File: src/rtl/ind_reg_pkg.sv
package ind_reg_pkg;

    typedef enum logic [2:0] {
        ST_IDLE  = 3'd0,
        ST_CTRL  = 3'd1,
        ST_WDATA = 3'd2,
        ST_CMD   = 3'd3,
        ST_POLL  = 3'd4
    } seq_state_e;

    localparam logic [1:0]  ERR_NONE    = 2'd0;
    localparam logic [1:0]  ERR_TIMEOUT = 2'd1;
    localparam logic [1:0]  ERR_STATUS  = 2'd2;

    localparam logic [31:0] CMD_WORD_WR = 32'd1;
    localparam logic [31:0] CMD_WORD_RD = 32'd2;

    localparam logic [1:0]  STAT_OK     = 2'd1;
    localparam logic [31:0] ADDR_BIAS   = 32'h0003_0000;
    localparam logic [15:0] FAIL_DATA   = 16'hFFFF;

    typedef struct packed {
        seq_state_e  state;
        logic        op_wr;
        logic [31:0] ctrl_word;
        logic [15:0] wdata;
        logic [15:0] rdata;
        logic [1:0]  err;
        logic        done;
    } seq_regs_t;

endpackage

File: src/rtl/ind_addr_xform.sv
module ind_addr_xform #(
    parameter int CLI_AW = 16
) (
    input  logic [CLI_AW-1:0] cli_addr,
    output logic [31:0]       ctrl_word
);
    import ind_reg_pkg::*;

    localparam int PAD = 32 - CLI_AW;

    logic [31:0] wide_addr;

    generate
        if (PAD > 0) begin : g_pad
            assign wide_addr = {{PAD{1'b0}}, cli_addr};
        end else begin : g_nopad
            assign wide_addr = cli_addr[31:0];
        end
    endgenerate

    always_comb begin
        ctrl_word = (wide_addr >> 1) + ADDR_BIAS;
    end

endmodule

File: src/rtl/ind_poll_decode.sv
module ind_poll_decode #(
    parameter int READY_POS = 18,
    parameter int STAT_LSB  = 16
) (
    input  logic [31:0] word,
    output logic        ready,
    output logic        stat_ok,
    output logic [15:0] payload
);
    import ind_reg_pkg::*;

    logic [1:0] stat;

    always_comb begin
        ready   = word[READY_POS];
        stat    = word[STAT_LSB +: 2];
        stat_ok = (stat == STAT_OK);
        payload = word[15:0];
    end

endmodule

File: src/rtl/ind_retry_ctr.sv
module ind_retry_ctr #(
    parameter int MAX = 32
) (
    input  logic clk,
    input  logic rst_n,
    input  logic clr,
    input  logic inc,
    output logic last
);
    localparam int CW = (MAX > 1) ? $clog2(MAX) : 1;
    localparam logic [CW-1:0] LAST_VAL = CW'(MAX - 1);

    logic [CW-1:0] cnt_d, cnt_q;

    always_comb begin
        cnt_d = cnt_q;
        if (clr) begin
            cnt_d = '0;
        end else if (inc) begin
            cnt_d = cnt_q + 1'b1;
        end
    end

    always_ff @(posedge clk) begin
        if (!rst_n) begin
            cnt_q <= '0;
        end else begin
            cnt_q <= cnt_d;
        end
    end

    assign last = (cnt_q == LAST_VAL);

    // the sequencer must end polling at the last read, never step past it
    p_no_wrap_r5: assert property (@(posedge clk) disable iff (!rst_n)
        !(inc && !clr && last));

endmodule

File: src/rtl/ind_reg_seq.sv
module ind_reg_seq #(
    parameter int                  CLI_AW    = 16,
    parameter int                  BUS_AW    = 16,
    parameter int                  POLL_MAX  = 32,
    parameter logic [BUS_AW-1:0]   OFS_CTRL  = 16'h0100,
    parameter logic [BUS_AW-1:0]   OFS_WDATA = 16'h0104,
    parameter logic [BUS_AW-1:0]   OFS_RDATA = 16'h0108,
    parameter logic [BUS_AW-1:0]   OFS_CMD   = 16'h010C
) (
    input  logic              clk,
    input  logic              rst_n,
    input  logic              start,
    input  logic              wr_en,
    input  logic [CLI_AW-1:0] addr,
    input  logic [15:0]       wdata,
    output logic              busy,
    output logic              done,
    output logic [15:0]       rdata,
    output logic [1:0]        err_code,
    output logic              bus_req,
    output logic              bus_we,
    output logic [BUS_AW-1:0] bus_addr,
    output logic [31:0]       bus_wdata,
    input  logic              bus_ack,
    input  logic [31:0]       bus_rdata
);
    import ind_reg_pkg::*;

    seq_regs_t r_d, r_q;

    logic [31:0] new_ctrl;
    logic        pw_ready, pw_ok;
    logic [15:0] pw_payload;
    logic        ctr_clr, ctr_inc, ctr_last;

    ind_addr_xform #(.CLI_AW(CLI_AW)) u_xform (
        .cli_addr  (addr),
        .ctrl_word (new_ctrl)
    );

    ind_poll_decode #(.READY_POS(18), .STAT_LSB(16)) u_decode (
        .word    (bus_rdata),
        .ready   (pw_ready),
        .stat_ok (pw_ok),
        .payload (pw_payload)
    );

    ind_retry_ctr #(.MAX(POLL_MAX)) u_retry (
        .clk   (clk),
        .rst_n (rst_n),
        .clr   (ctr_clr),
        .inc   (ctr_inc),
        .last  (ctr_last)
    );

    // bus port: fields come only from registered state, so they hold until ack
    always_comb begin
        bus_req   = 1'b0;
        bus_we    = 1'b0;
        bus_addr  = '0;
        bus_wdata = '0;
        unique case (r_q.state)
            ST_CTRL: begin
                bus_req   = 1'b1;
                bus_we    = 1'b1;
                bus_addr  = OFS_CTRL;
                bus_wdata = r_q.ctrl_word;
            end
            ST_WDATA: begin
                bus_req   = 1'b1;
                bus_we    = 1'b1;
                bus_addr  = OFS_WDATA;
                bus_wdata = {16'h0000, r_q.wdata};
            end
            ST_CMD: begin
                bus_req   = 1'b1;
                bus_we    = 1'b1;
                bus_addr  = OFS_CMD;
                bus_wdata = r_q.op_wr ? CMD_WORD_WR : CMD_WORD_RD;
            end
            ST_POLL: begin
                bus_req   = 1'b1;
                bus_we    = 1'b0;
                bus_addr  = OFS_RDATA;
            end
            default: begin
                bus_req   = 1'b0;
            end
        endcase
    end

    always_comb begin
        r_d      = r_q;
        r_d.done = 1'b0;
        ctr_clr  = 1'b0;
        ctr_inc  = 1'b0;
        unique case (r_q.state)
            ST_IDLE: begin
                if (start) begin
                    r_d.state     = ST_CTRL;
                    r_d.op_wr     = wr_en;
                    r_d.ctrl_word = new_ctrl;
                    r_d.wdata     = wdata;
                    ctr_clr       = 1'b1;
                end
            end
            ST_CTRL: begin
                if (bus_ack) begin
                    r_d.state = r_q.op_wr ? ST_WDATA : ST_CMD;
                end
            end
            ST_WDATA: begin
                if (bus_ack) begin
                    r_d.state = ST_CMD;
                end
            end
            ST_CMD: begin
                if (bus_ack) begin
                    if (r_q.op_wr) begin
                        r_d.state = ST_IDLE;
                        r_d.done  = 1'b1;
                        r_d.err   = ERR_NONE;
                        r_d.rdata = 16'h0000;
                    end else begin
                        r_d.state = ST_POLL;
                        ctr_clr   = 1'b1;
                    end
                end
            end
            ST_POLL: begin
                if (bus_ack) begin
                    if (pw_ready) begin
                        r_d.state = ST_IDLE;
                        r_d.done  = 1'b1;
                        if (pw_ok) begin
                            r_d.rdata = pw_payload;
                            r_d.err   = ERR_NONE;
                        end else begin
                            r_d.rdata = FAIL_DATA;
                            r_d.err   = ERR_STATUS;
                        end
                    end else if (ctr_last) begin
                        r_d.state = ST_IDLE;
                        r_d.done  = 1'b1;
                        r_d.rdata = FAIL_DATA;
                        r_d.err   = ERR_TIMEOUT;
                    end else begin
                        ctr_inc = 1'b1;
                    end
                end
            end
            default: begin
                r_d.state = ST_IDLE;
            end
        endcase
    end

    always_ff @(posedge clk) begin
        if (!rst_n) begin
            r_q.state     <= ST_IDLE;
            r_q.op_wr     <= 1'b0;
            r_q.ctrl_word <= '0;
            r_q.wdata     <= '0;
            r_q.rdata     <= '0;
            r_q.err       <= ERR_NONE;
            r_q.done      <= 1'b0;
        end else begin
            r_q <= r_d;
        end
    end

    assign busy     = (r_q.state != ST_IDLE);
    assign done     = r_q.done;
    assign rdata    = r_q.rdata;
    assign err_code = r_q.err;

    p_done_single_r7: assert property (@(posedge clk) disable iff (!rst_n)
        done |=> !done);

    p_write_no_poll_r7: assert property (@(posedge clk) disable iff (!rst_n)
        (bus_req && !bus_we) |-> !r_q.op_wr);

    p_busy_low_done_r8: assert property (@(posedge clk) disable iff (!rst_n)
        done |-> !busy);

    p_start_ignored_r8: assert property (@(posedge clk) disable iff (!rst_n)
        (busy && start) |=> $stable(r_q.op_wr) && $stable(r_q.ctrl_word));

    p_req_hold_r9: assert property (@(posedge clk) disable iff (!rst_n)
        (bus_req && !bus_ack) |=> bus_req && $stable(bus_addr)
                                  && $stable(bus_we) && $stable(bus_wdata));

    p_fail_ones_r6: assert property (@(posedge clk) disable iff (!rst_n)
        (done && err_code != ERR_NONE) |-> rdata == 16'hFFFF);

endmodule

File: config.mk
export PLATFORM = sky130hd
export DESIGN_NAME = ind_reg_seq
export DESIGN_NICKNAME = d
export VERILOG_FILES = /design/src/rtl/ind_reg_pkg.sv /design/src/rtl/ind_addr_xform.sv /design/src/rtl/ind_poll_decode.sv /design/src/rtl/ind_retry_ctr.sv /design/src/rtl/ind_reg_seq.sv
export SDC_FILE = /design/constraint.sdc
export NUM_CORES = 1
export LEC_CHECK = 0
export BUFFER_PORTS_ARGS = -buffer_cell sky130_fd_sc_hd__buf_4
export CORE_AREA = 8 8 87 89
export CTS_CLUSTER_SIZE = 20
export DETAILED_ROUTE_END_ITERATION = 10
export DIE_AREA = 0 0 95 97
export GPL_ROUTABILITY_DRIVEN = 0
export PLACE_DENSITY = 0.91
export REMOVE_ABC_BUFFERS = 1
export SYNTH_ARGS = -nofsm -noshare
export SYNTH_HDL_FRONTEND = slang
export SYNTH_SLANG_ARGS = --single-unit
File: constraint.sdc
create_clock -name clk -period 3.2 [get_ports clk]
set_clock_uncertainty 0.1 [all_clocks]
set_input_delay 0.16 -clock clk [delete_from_list [all_inputs] [get_ports clk]]
set_output_delay 0.16 -clock clk [all_outputs]
set_load 0.02 [all_outputs]
# Yosys cells after proc, flatten, opt, wreduce, memory -nomap -nowiden
# Cells that the tools add are included.
[word_totals] reg_bits=76 output_inout_bits=70 inputBits=69
[classes] bitwise_logic=1 mux=30 add_sub_neg=2 reduce_logical=9 n_eq_ne=13
[ops] op="case mux 32 bit (3 select lines)" count=1
[ops] op="two-way mux 19 bit" count=5
[ops] op="two-way mux 52 bit" count=1
[ops] op="case mux 19 bit (2 select lines)" count=1
[ops] op="case mux 9 bit (4 select lines)" count=1
[ops] op="two-way mux 3 bit" count=7
[ops] op="adder 15 x 18 -> 19 bit (second input constant)" count=1
[ops] op="two-way mux 18 bit" count=1
[ops] op="case mux 3 bit (5 select lines)" count=1
[ops] op="inequality test 2 bit (second input constant)" count=6
[ops] op="two-way mux 1 bit" count=10
[ops] op="equality test 3 x 2 -> 1 bit (second input constant)" count=2
[ops] op="AND reduction 6 bit" count=1
[ops] op="adder 5 x 1 -> 5 bit (second input constant)" count=1
[ops] op="equality test 5 bit (second input constant)" count=1
[ops] op="AND reduction 5 bit" count=1
[ops] op="OR reduction 4 bit" count=1
[ops] op="equality test 3 x 1 -> 1 bit (second input constant)" count=1
[ops] op="equality test 3 bit (second input constant)" count=1
[ops] op="zero test 3 bit" count=1
[ops] op="inequality test 3 bit (second input constant)" count=1
[ops] op="nonzero test 3 bit" count=1
[ops] op="OR reduction 3 bit" count=1
[ops] op="equality test 2 x 1 -> 1 bit (second input constant)" count=1
[ops] op="other kinds (6)" count=6

# Logic depth before layout (Yosys ltp)
# Gate-level depths: netlist (run 1).
[depth] depth_word=5 mapped_depth=8 ltp_nobuf=6

# By module
# From an unflattened synthesis (run 1), not the netlist that was laid out.
[hier_totals] hier_cells=494 area_unflattened_um2=4050.1
[modules_own_cells] module="ind_reg_seq" area_each_um2=3420.8 n_inst=1 cells_each=419
[modules_own_cells] module="ind_addr_xform" area_each_um2=247.7 n_inst=1 cells_each=34
[modules_own_cells] module="ind_retry_ctr" area_each_um2=240.2 n_inst=1 cells_each=23
[modules_own_cells] module="ind_poll_decode" area_each_um2=141.4 n_inst=1 cells_each=18

# Worst setup path before layout (run 1)
# Ideal clock, no wire load.
[synth_timing] kind="register -> register" start="register u_retry.cnt_q[0]" end="register rdata[10] (netlist name)" stages_incl_launch_ff=9 period_less_slack_ps=2007 n_path_buf=2 required_ps=2967 arrival_time_ps=1775 slack_ps=1193 path_cell_list="dfxtp_1 > ha_1 > and3_1 > ha_1 > or2_1 > clkbuf_1 > nand2_1 > clkbuf_1 > a21oi_1"
[synth_via] elab_chain_cells=3
[synth_lines] element="start, declared" line="ind_retry_ctr.sv:13" source="logic [CW-1:0] cnt_d, cnt_q;"
[synth_lines] element="start signal, assigned" line="ind_retry_ctr.sv:28" source="cnt_q <= cnt_d;"
[synth_lines] element="equality test 5 bit" line="ind_retry_ctr.sv:32" source="assign last = (cnt_q == LAST_VAL);"
[synth_lines] element="inequality test 3 bit (no line)"
[synth_lines] element="AND reduction 5 bit (no line)"
# Every way passes these cells.
# A chain may end at the register's enable or synchronous reset.

# Final worst setup path (run 1)
[layout_timing] start="register r_q[68] (netlist bit)" end="output bus_wdata[3]"
[layout_via] elab_chain_cells=2 word_cells_on_any_way=4 classes_between="eq/ne (3); mux (1)"
[layout_lines] element="start, declared" line="ind_reg_seq.sv:29" source="seq_regs_t r_d, r_q;"
[layout_lines] element="start signal, assigned" line="ind_reg_seq.sv:168" source="r_q <= r_d;"
[layout_lines] element="equality test 3 x 2 -> 1 bit / equality test 3 x 1 -> 1 bit (equally long branches)" line="ind_reg_seq.sv:62" source="unique case (r_q.state)"
[layout_lines] element="case mux 32 bit (3 select lines) (*)" line="ind_reg_seq.sv:62"
[layout_lines] element="end, declared" line="ind_reg_seq.sv:23" source="output logic [31:0] bus_wdata,"
# Every way passes the cells marked *; elsewhere a longest branch is shown, timed or not.

==> results of run 1 <==
[stage by stage]
step           setup slack, ns  hold slack, ns
4_1_cts                  0.944        0.000363
3_3_place_gp              1.07           0.312
2_1_floorplan            0.541           0.171
3_5_place_dp              1.01           0.311
6_report                 0.908          0.0187
5_1_grt                  0.733         0.00612
[kinds of logic (layout without fill, tap and decap cells)]
group,count (synthesis),count (layout),share of synthesized area [%]
and+or+nand+nor,121,121,18.4
AOI/OAI and AO/OA,117,117,23.5
buffers and inverters,79,164,16.0
DFF,60,60,39.6
xor gates and xnor gates,3,3,0.866
adders and majority gates,2,2,0.825
muxes,2,2,0.742
other,1,27,0.124
[tightest hold or removal path: stages]
cell	delay (ns)
sky130_fd_sc_hd__buf_4	0.08
sky130_fd_sc_hd__o41ai_1	0.06
sky130_fd_sc_hd__a21oi_1	0.10
[routing by layer]
metal	part of all wire, %	vias to the layer above
met1	39	1400
li1	-	1475
met4	1.8	0
met5	0	-
met3	9.1	14
met2	50	139
[layout make-up]
class / count / area, um^2 / area share [%]
inverter: 3 / 11.3 / 0.272
tap: 77 / 96.3 / 2.33
timing repair buffer: 145 / 1190 / 28.8
sequential: 60 / 1200 / 29.0
clock inverter: 5 / 52.6 / 1.27
multi-input combinational: 272 / 1460 / 35.2
clock buffer: 11 / 131 / 3.17
[layout by cell type, fill, tap and decap left out, drive strengths merged, types with 4 or more instances in the layout]
cell type    count
nor2            24
nand3            4
dfxtp           60
a22oi           14
conb            27
o41ai           16
a21oi           54
nand2           69
nor2b            5
dlygate4sd3     41
clkbuf          11
o21ai           22
buf            104
clkinv           4
[synth_stat cells, drive strengths merged, types with 2 or more instances]
master and instances:
o31ai 2, nand3 4, or3 2, xnor2 2, dfxtp 60, a22oi 14, o21ai 22, mux2 2
nor2 24, ha 2, clkbuf 22, o41ai 16, or4 2, inv 2, a21oi 54, nand2 69
nand2b 2, buf 54, and3b 3, nor2b 5
[state kept, by name, summed over array words and instances, names as in the netlist]
name and cells:
r_q 36, u_retry.cnt_q 5, err_code 2, rdata 16, done 1
[how the worst max path moves through the flow]
stage | cells after the start | to | slack [ns]
detailed placement | 4 | rdata[7] | 1.01
CTS | 4 | bus_wdata[17] | 0.94
floorplan | 3 | u_retry.cnt_q[2] | 0.54
global placement | 4 | rdata[3] | 1.07
finish | 5 | bus_wdata[3] | 0.91
global route | 4 | rdata[5] | 0.73
[power by group]
group / leakage [nW] / switching (W) / internal (W)
sequential: 0.488 / 0.0000292 / 0.000781
clock: 0.0931 / 0.000286 / 0.000356
combinational: 1.21 / 0.000200 / 0.000161
[timing repair]
action                    CTS  global route
hold buffers               41             0
setup buffers               0             0
hold endpoints to repair   41             0
==> metrics.txt, run 1 <==
# TYPE chip_impl_metric gauge
chip_impl_info{name="status",value="complete, no violations"} 1
chip_impl_info{name="synth_top_cell_by_area",value="sky130_fd_sc_hd__dfxtp_1"} 1
chip_impl_metric{name="yosys_warnings",unit=""} 0
chip_impl_metric{name="grt_use_total",unit="%"} 19.3
chip_impl_metric{name="max-slew-margin-rel",unit="%"} 28.3
chip_impl_metric{name="finalPower",unit="W"} 0.00181
chip_impl_metric{name="setup_viol_count_final",unit=""} 0
chip_impl_metric{name="synthToLayoutAreaGrowth",unit="%"} 36.4
chip_impl_metric{name="synth_seq_cells",unit=""} 60
chip_impl_metric{name="clock_sinks",unit=""} 60
chip_impl_metric{name="yosysSeqAreaShare",unit="%"} 39.6
chip_impl_info{name="reg2reg_from",value="r_q[70]"} 1
chip_impl_metric{name="global_route.usage.met2",unit="%"} 32.4
chip_impl_metric{name="worst_path_largest_cell_delay",unit="ns"} 0.64
chip_impl_metric{name="power.static_leakage",unit="nW"} 1.80
chip_impl_metric{name="die_area",unit="um^2"} 9220
chip_impl_metric{name="ir_drop",unit="uV"} 279
chip_impl_metric{name="synth_top_area_share",unit="%"} 39.6
chip_impl_metric{name="clock_tree.htree_level_count",unit=""} 3
chip_impl_info{name="holdCritStartpoint",value="bus_rdata[0]"} 1
chip_impl_info{name="critical-path-top-cell-by-count",value="sky130_fd_sc_hd__buf_4"} 1
chip_impl_metric{name="number_of_fill_cells",unit=""} 509
chip_impl_metric{name="drtAntennaViolNets",unit=""} 0
chip_impl_metric{name="design.final.nets",unit=""} 562
chip_impl_metric{name="hold_viol_final",unit=""} 0
chip_impl_metric{name="fp.dieH",unit="um"} 97
chip_impl_metric{name="grt_overflow_total",unit=""} 0
chip_impl_metric{name="antenna_found_initial",unit=""} 0
chip_impl_metric{name="required",unit="ns"} 2.94
chip_impl_metric{name="drive_gt1_share",unit="%"} 24.6
chip_impl_metric{name="timing.critical_path.arrival",unit="ns"} 2.03
chip_impl_metric{name="critical_path_buf_inv_count",unit=""} 2
chip_impl_metric{name="path_max_fanout",unit=""} 16
chip_impl_metric{name="grt_pass1_wl",unit="um"} 14500
chip_impl_metric{name="ctsLongestPathBuffers",unit=""} 2
chip_impl_metric{name="maxSlewViolCount",unit=""} 0
chip_impl_metric{name="synth_edf_count",unit=""} 0
chip_impl_metric{name="reg2regPathDepth",unit=""} 4
chip_impl_metric{name="core",unit="um^2"} 6200
chip_impl_metric{name="routed_wirelength",unit="um"} 9100
chip_impl_metric{name="syn_inst",unit=""} 385
chip_impl_metric{name="worst_pin_slew",unit="ns"} 1.08
chip_impl_metric{name="finish.utilization",unit="%"} 66.7
chip_impl_metric{name="route.detailed.drc",unit=""} 0
chip_impl_metric{name="maxClockFrequency",unit="MHz"} 436
chip_impl_info{name="global_route.peak_usage_layer",value="met2"} 1
chip_impl_info{name="rsz_0062_raised_after_global_routing",value="no"} 1
chip_impl_info{name="path_class",value="register to output pin"} 1
chip_impl_metric{name="post-route-period-util",unit="%"} 71.6
chip_impl_info{name="worstSetupStartpointType",value="register"} 1
chip_impl_metric{name="finalNonFillerCells",unit=""} 573
chip_impl_info{name="r2r_end",value="rdata[11]"} 1
chip_impl_metric{name="floorplan.die.width",unit="um"} 95
chip_impl_metric{name="cts_made_buffers",unit=""} 9
chip_impl_metric{name="avgRoutedWirePerCell",unit="um"} 15.9
chip_impl_metric{name="dp_hpwl",unit="um"} 5710
chip_impl_info{name="clock_tree_from_tritoncts",value="built"} 1
chip_impl_metric{name="grtUsageMet1",unit="%"} 21.5
chip_impl_metric{name="initial_utilization",unit="%"} 48.9
chip_impl_info{name="cts_root_buf",value="sky130_fd_sc_hd__clkbuf_8"} 1
chip_impl_info{name="min-delay-path-class",value="primary input to register"} 1
chip_impl_metric{name="timing.reg2reg.setup_slack",unit="ns"} 0.94
chip_impl_metric{name="worst_setup_hold_path_clk_slew",unit="ns"} 0.07
chip_impl_metric{name="post_cts_resize_count",unit=""} 0
chip_impl_metric{name="grt_util_met3",unit="%"} 6.26
chip_impl_metric{name="powerDensity",unit="nW/um^2"} 438
chip_impl_metric{name="post_dp_cell_area",unit="um^2"} 3540
chip_impl_metric{name="synth.avg_cell_area",unit="um^2"} 7.88
chip_impl_info{name="crit_chain",value="nor2b_1, buf_4, a22oi_1, nor2_1, buf_4"} 1
chip_impl_info{name="crit_path_top_delay_cell",value="sky130_fd_sc_hd__dfxtp_1"} 1
chip_impl_info{name="crit_path_end_kind",value="output pin"} 1
chip_impl_metric{name="place.detailed.instances",unit=""} 516
chip_impl_metric{name="grt_max_degree",unit=""} 33
chip_impl_metric{name="syn_area",unit="um^2"} 3030
chip_impl_metric{name="drt_pre_antenna_iters",unit=""} 5
chip_impl_info{name="ys_top_cells_by_area",value="sky130_fd_sc_hd__dfxtp_1 (40%), sky130_fd_sc_hd__buf_4 (11%), sky130_fd_sc_hd__a21oi_1 (8.9%)"} 1
chip_impl_metric{name="design.portCount",unit=""} 139
chip_impl_metric{name="maxCapViolCount",unit=""} 0
chip_impl_metric{name="first_global_vias",unit=""} 3055
chip_impl_metric{name="netlist-cell-type-count",unit=""} 45
chip_impl_metric{name="row_count",unit=""} 29
chip_impl_metric{name="n_antenna_cell",unit=""} 0
chip_impl_metric{name="insertion_delay",unit="ns"} 0.33
chip_impl_metric{name="drt_iter0_drc",unit=""} 189
chip_impl_metric{name="dr_total_vias",unit=""} 3028
chip_impl_metric{name="synth-async-reset-ratio",unit="%"} 0
chip_impl_metric{name="detail_route.vias_per_cell",unit=""} 5.28
chip_impl_metric{name="final_area",unit="um^2"} 4140
chip_impl_metric{name="hold-path-cell-count",unit=""} 3
chip_impl_info{name="synth_ff_type",value="sky130_fd_sc_hd__dfxtp_1"} 1
chip_impl_info{name="hold_path_end",value="rdata[0]"} 1
chip_impl_metric{name="min_period",unit="ns"} 2.29
chip_impl_metric{name="fin_setup_tns",unit="ns"} 0
chip_impl_info{name="cp_top_family",value="flip-flops"} 1
chip_impl_info{name="critical_path.startpoint",value="r_q[68]"} 1
chip_impl_metric{name="place.port_buffers",unit=""} 97
(Power assumes the default switching activity.)
==> inputs of run 2 (changes only) <==
--- a/config.mk
+++ b/config.mk
@@ -6,12 +6,12 @@
 export NUM_CORES = 1
 export LEC_CHECK = 0
 export BUFFER_PORTS_ARGS = -buffer_cell sky130_fd_sc_hd__buf_4
-export CORE_AREA = 8 8 87 89
+export CORE_AREA = 8 8 94 96
 export CTS_CLUSTER_SIZE = 20
 export DETAILED_ROUTE_END_ITERATION = 10
-export DIE_AREA = 0 0 95 97
+export DIE_AREA = 0 0 102 104
 export GPL_ROUTABILITY_DRIVEN = 0
-export PLACE_DENSITY = 0.91
+export PLACE_DENSITY = 0.83
 export REMOVE_ABC_BUFFERS = 1
 export SYNTH_ARGS = -nofsm -noshare
 export SYNTH_HDL_FRONTEND = slang
==> constraint.sdc (replaced) <==
create_clock -name clk -period 2.1 [get_ports clk]
set_clock_uncertainty 0.1 [all_clocks]
set_input_delay 0.105 -clock clk [delete_from_list [all_inputs] [get_ports clk]]
set_output_delay 0.105 -clock clk [all_outputs]
set_load 0.02 [all_outputs]
==> metrics.txt, run 2 (same netlist as run 1, synthesis figures left out) <==
# TYPE chip_impl_metric gauge
chip_impl_metric{name="dr_total_vias",unit=""} 3081
chip_impl_metric{name="die_area",unit="um^2"} 10600
chip_impl_metric{name="drtAntennaViolNets",unit=""} 0
chip_impl_metric{name="avgRoutedWirePerCell",unit="um"} 15.5
chip_impl_metric{name="fp.dieH",unit="um"} 104
chip_impl_metric{name="final_area",unit="um^2"} 4360
chip_impl_metric{name="timing.critical_path.arrival",unit="ns"} 2.16
chip_impl_metric{name="worst_path_largest_cell_delay",unit="ns"} 0.47
chip_impl_metric{name="drt_pre_antenna_iters",unit=""} 5
chip_impl_info{name="min-delay-path-class",value="primary input to register"} 1
chip_impl_metric{name="power.static_leakage",unit="nW"} 1.89
chip_impl_metric{name="synthToLayoutAreaGrowth",unit="%"} 43.7
chip_impl_info{name="cts_root_buf",value="sky130_fd_sc_hd__clkbuf_8"} 1
chip_impl_info{name="mostFrequentLayoutCell",value="sky130_fd_sc_hd__buf_4"} 1
chip_impl_metric{name="fin_setup_tns",unit="ns"} 0
chip_impl_info{name="hold_path_end",value="rdata[15]"} 1
chip_impl_metric{name="design.final.nets",unit=""} 577
chip_impl_metric{name="clock_sinks",unit=""} 60
chip_impl_metric{name="whs",unit="ns"} 0.0277
chip_impl_metric{name="finish.utilization",unit="%"} 58.6
chip_impl_metric{name="required",unit="ns"} 2.26
chip_impl_info{name="holdCritStartpoint",value="rst_n"} 1
chip_impl_metric{name="drt_iter0_drc",unit=""} 112
chip_impl_metric{name="hold_viol_final",unit=""} 0
chip_impl_metric{name="grt_pass1_wl",unit="um"} 15000
chip_impl_metric{name="path_max_fanout",unit=""} 6
chip_impl_info{name="mostFrequentLayoutCells",value="sky130_fd_sc_hd__buf_4 (111), sky130_fd_sc_hd__nand2_1 (69), sky130_fd_sc_hd__dfxtp_1 (60), sky130_fd_sc_hd__a21oi_1 (54), sky130_fd_sc_hd__dlygate4sd3_1 (49)"} 1
chip_impl_metric{name="initial_utilization",unit="%"} 40.7
chip_impl_info{name="crit_path_top_delay_cell",value="sky130_fd_sc_hd__or4_1"} 1
chip_impl_metric{name="ctsLongestPathBuffers",unit=""} 2
chip_impl_metric{name="maxClockFrequency",unit="MHz"} 502
chip_impl_metric{name="ir_drop",unit="uV"} 344
chip_impl_info{name="path_class",value="register to register"} 1
chip_impl_info{name="rsz_0062_raised_after_global_routing",value="no"} 1
chip_impl_metric{name="detail_route.vias_per_cell",unit=""} 5.03
chip_impl_metric{name="maxSlewViolCount",unit=""} 0
chip_impl_metric{name="largest_register_ffs",unit=""} 36
chip_impl_metric{name="hold-path-cell-count",unit=""} 3
chip_impl_metric{name="timing.reg2reg.setup_slack",unit="ns"} 0.11
chip_impl_info{name="reg2reg_from",value="u_retry.cnt_q[0]"} 1
chip_impl_metric{name="grt_max_degree",unit=""} 34
chip_impl_metric{name="powerDensity",unit="nW/um^2"} 698
chip_impl_metric{name="worst_setup_hold_path_clk_slew",unit="ns"} 0.07
chip_impl_info{name="crit_path_end_kind",value="register"} 1
chip_impl_metric{name="place.port_buffers",unit=""} 97
chip_impl_info{name="status",value="complete, no violations"} 1
chip_impl_info{name="clock_tree_from_tritoncts",value="built"} 1
chip_impl_metric{name="pre_cts_slack",unit="ns"} -0.0299
chip_impl_metric{name="post-route-period-util",unit="%"} 94.9
chip_impl_metric{name="floorplan.die.width",unit="um"} 102
chip_impl_metric{name="dp_hpwl",unit="um"} 5950
chip_impl_metric{name="cts_setup_buffers",unit=""} 0
chip_impl_metric{name="clock_tree.htree_level_count",unit=""} 3
chip_impl_metric{name="setup_viol_count_final",unit=""} 0
chip_impl_metric{name="post_dp_cell_area",unit="um^2"} 3630
chip_impl_info{name="critical-path-top-cell-by-count",value="sky130_fd_sc_hd__ha_1"} 1
chip_impl_metric{name="reg2regPathDepth",unit=""} 6
chip_impl_metric{name="worst_pin_slew",unit="ns"} 0.673
chip_impl_metric{name="drive_gt1_share",unit="%"} 25.6
chip_impl_metric{name="grt_overflow_total",unit=""} 0
chip_impl_metric{name="design.portCount",unit=""} 139
chip_impl_info{name="largest_register",value="r_q"} 1
chip_impl_metric{name="grt_use_total",unit="%"} 17.3
chip_impl_metric{name="insertion_delay",unit="ns"} 0.33
chip_impl_metric{name="maxCapViolCount",unit=""} 0
chip_impl_metric{name="core",unit="um^2"} 7450
chip_impl_metric{name="max-slew-margin-rel",unit="%"} 55.0
chip_impl_metric{name="route.detailed.drc",unit=""} 0
chip_impl_info{name="largest_registers",value="r_q x36, rdata x16, u_retry.cnt_q x5"} 1
chip_impl_metric{name="routed_wirelength",unit="um"} 9480
chip_impl_metric{name="min_period",unit="ns"} 1.99
chip_impl_metric{name="first_global_vias",unit=""} 3088
chip_impl_metric{name="row_count",unit=""} 32
chip_impl_metric{name="antenna_found_initial",unit=""} 0
chip_impl_info{name="worstSetupStartpointType",value="register"} 1
chip_impl_metric{name="cts_made_buffers",unit=""} 9
chip_impl_info{name="crit_chain",value="ha_1, and3_1, ha_1, or2_4, or4_1, a21oi_1"} 1
chip_impl_info{name="r2r_end",value="u_retry.cnt_q[3]"} 1
chip_impl_metric{name="final.setup.worst_slack",unit="ns"} 0.108
chip_impl_metric{name="n_antenna_cell",unit=""} 0
## run 2: cell count changes in the layout (fill, tap and decap cells not counted), sizes merged
cell	delta
clkinv	-1
bufinv	+2
clkinvlp	-1
dlygate4sd3	+8
buf	+7
## run 2: worst max-delay path by stage
| stage | from | end | cells after the start |
|---|---|---|---|
| after floorplan | r_q[70] | u_retry.cnt_q[2] | 3 |
| after global placement | r_q[69] | bus_wdata[11] | 4 |
| after detailed placement | r_q[69] | bus_wdata[11] | 4 |
| after CTS | r_q[69] | bus_wdata[11] | 4 |
| after global routing | r_q[70] | rdata[10] | 4 |
| final | u_retry.cnt_q[0] | u_retry.cnt_q[3] | 6 |
## run 2: area by class of cell
class / count / area (um^2)
Fill cell: 640 / 3090
Multi-Input combinational cell: 272 / 1470
Timing Repair Buffer: 160 / 1320
Sequential cell: 60 / 1200
Clock buffer: 11 / 131
Tap cell: 102 / 128
Clock inverter: 5 / 100
Inverter: 3 / 11.3
## run 2: routing by layer
layer	up-vias	global-route usage [%]	wire length [um]
met2	120	28.8	4610
met1	1436	18.6	3700
li1	1511	-	-
met3	14	7.76	1030
met4	0	5.98	137
met5	-	0	0
## run 2: metrics by stage
| step | cells | power, W |
|---|---|---|
| after CTS | 613 | 0.00306 |
| final | 613 | 0.00304 |
| after detailed placement | 548 | 0.00175 |
| after global placement | 548 | 0.00174 |
| after floorplan | 335 | 0.00152 |
| after global routing | 613 | 0.00317 |
## run 2: timing repair
action                                  in CTS  in global routing
hold buffers                                49                  0
resized for setup                            1                  2
endpoints found under the hold margin       49                  0
endpoints found under the setup margin      15                 17
## run 2: report_power, final
group          total, W  switching (W)  internal (W)
Combinational  0.000592       0.000327      0.000265
Sequential      0.00122      0.0000313       0.00119
Clock           0.00123       0.000444      0.000786
## run 2: critical path, delay by kind of cell, from the launching register on
family | cells | cell delay, ns
AND/OR/NAND/NOR | 3 | 0.93
adder cells (fa/ha/maj) | 2 | 0.43
flip-flops | 1 | 0.33
AO/OA/AOI/OAI | 1 | 0.14
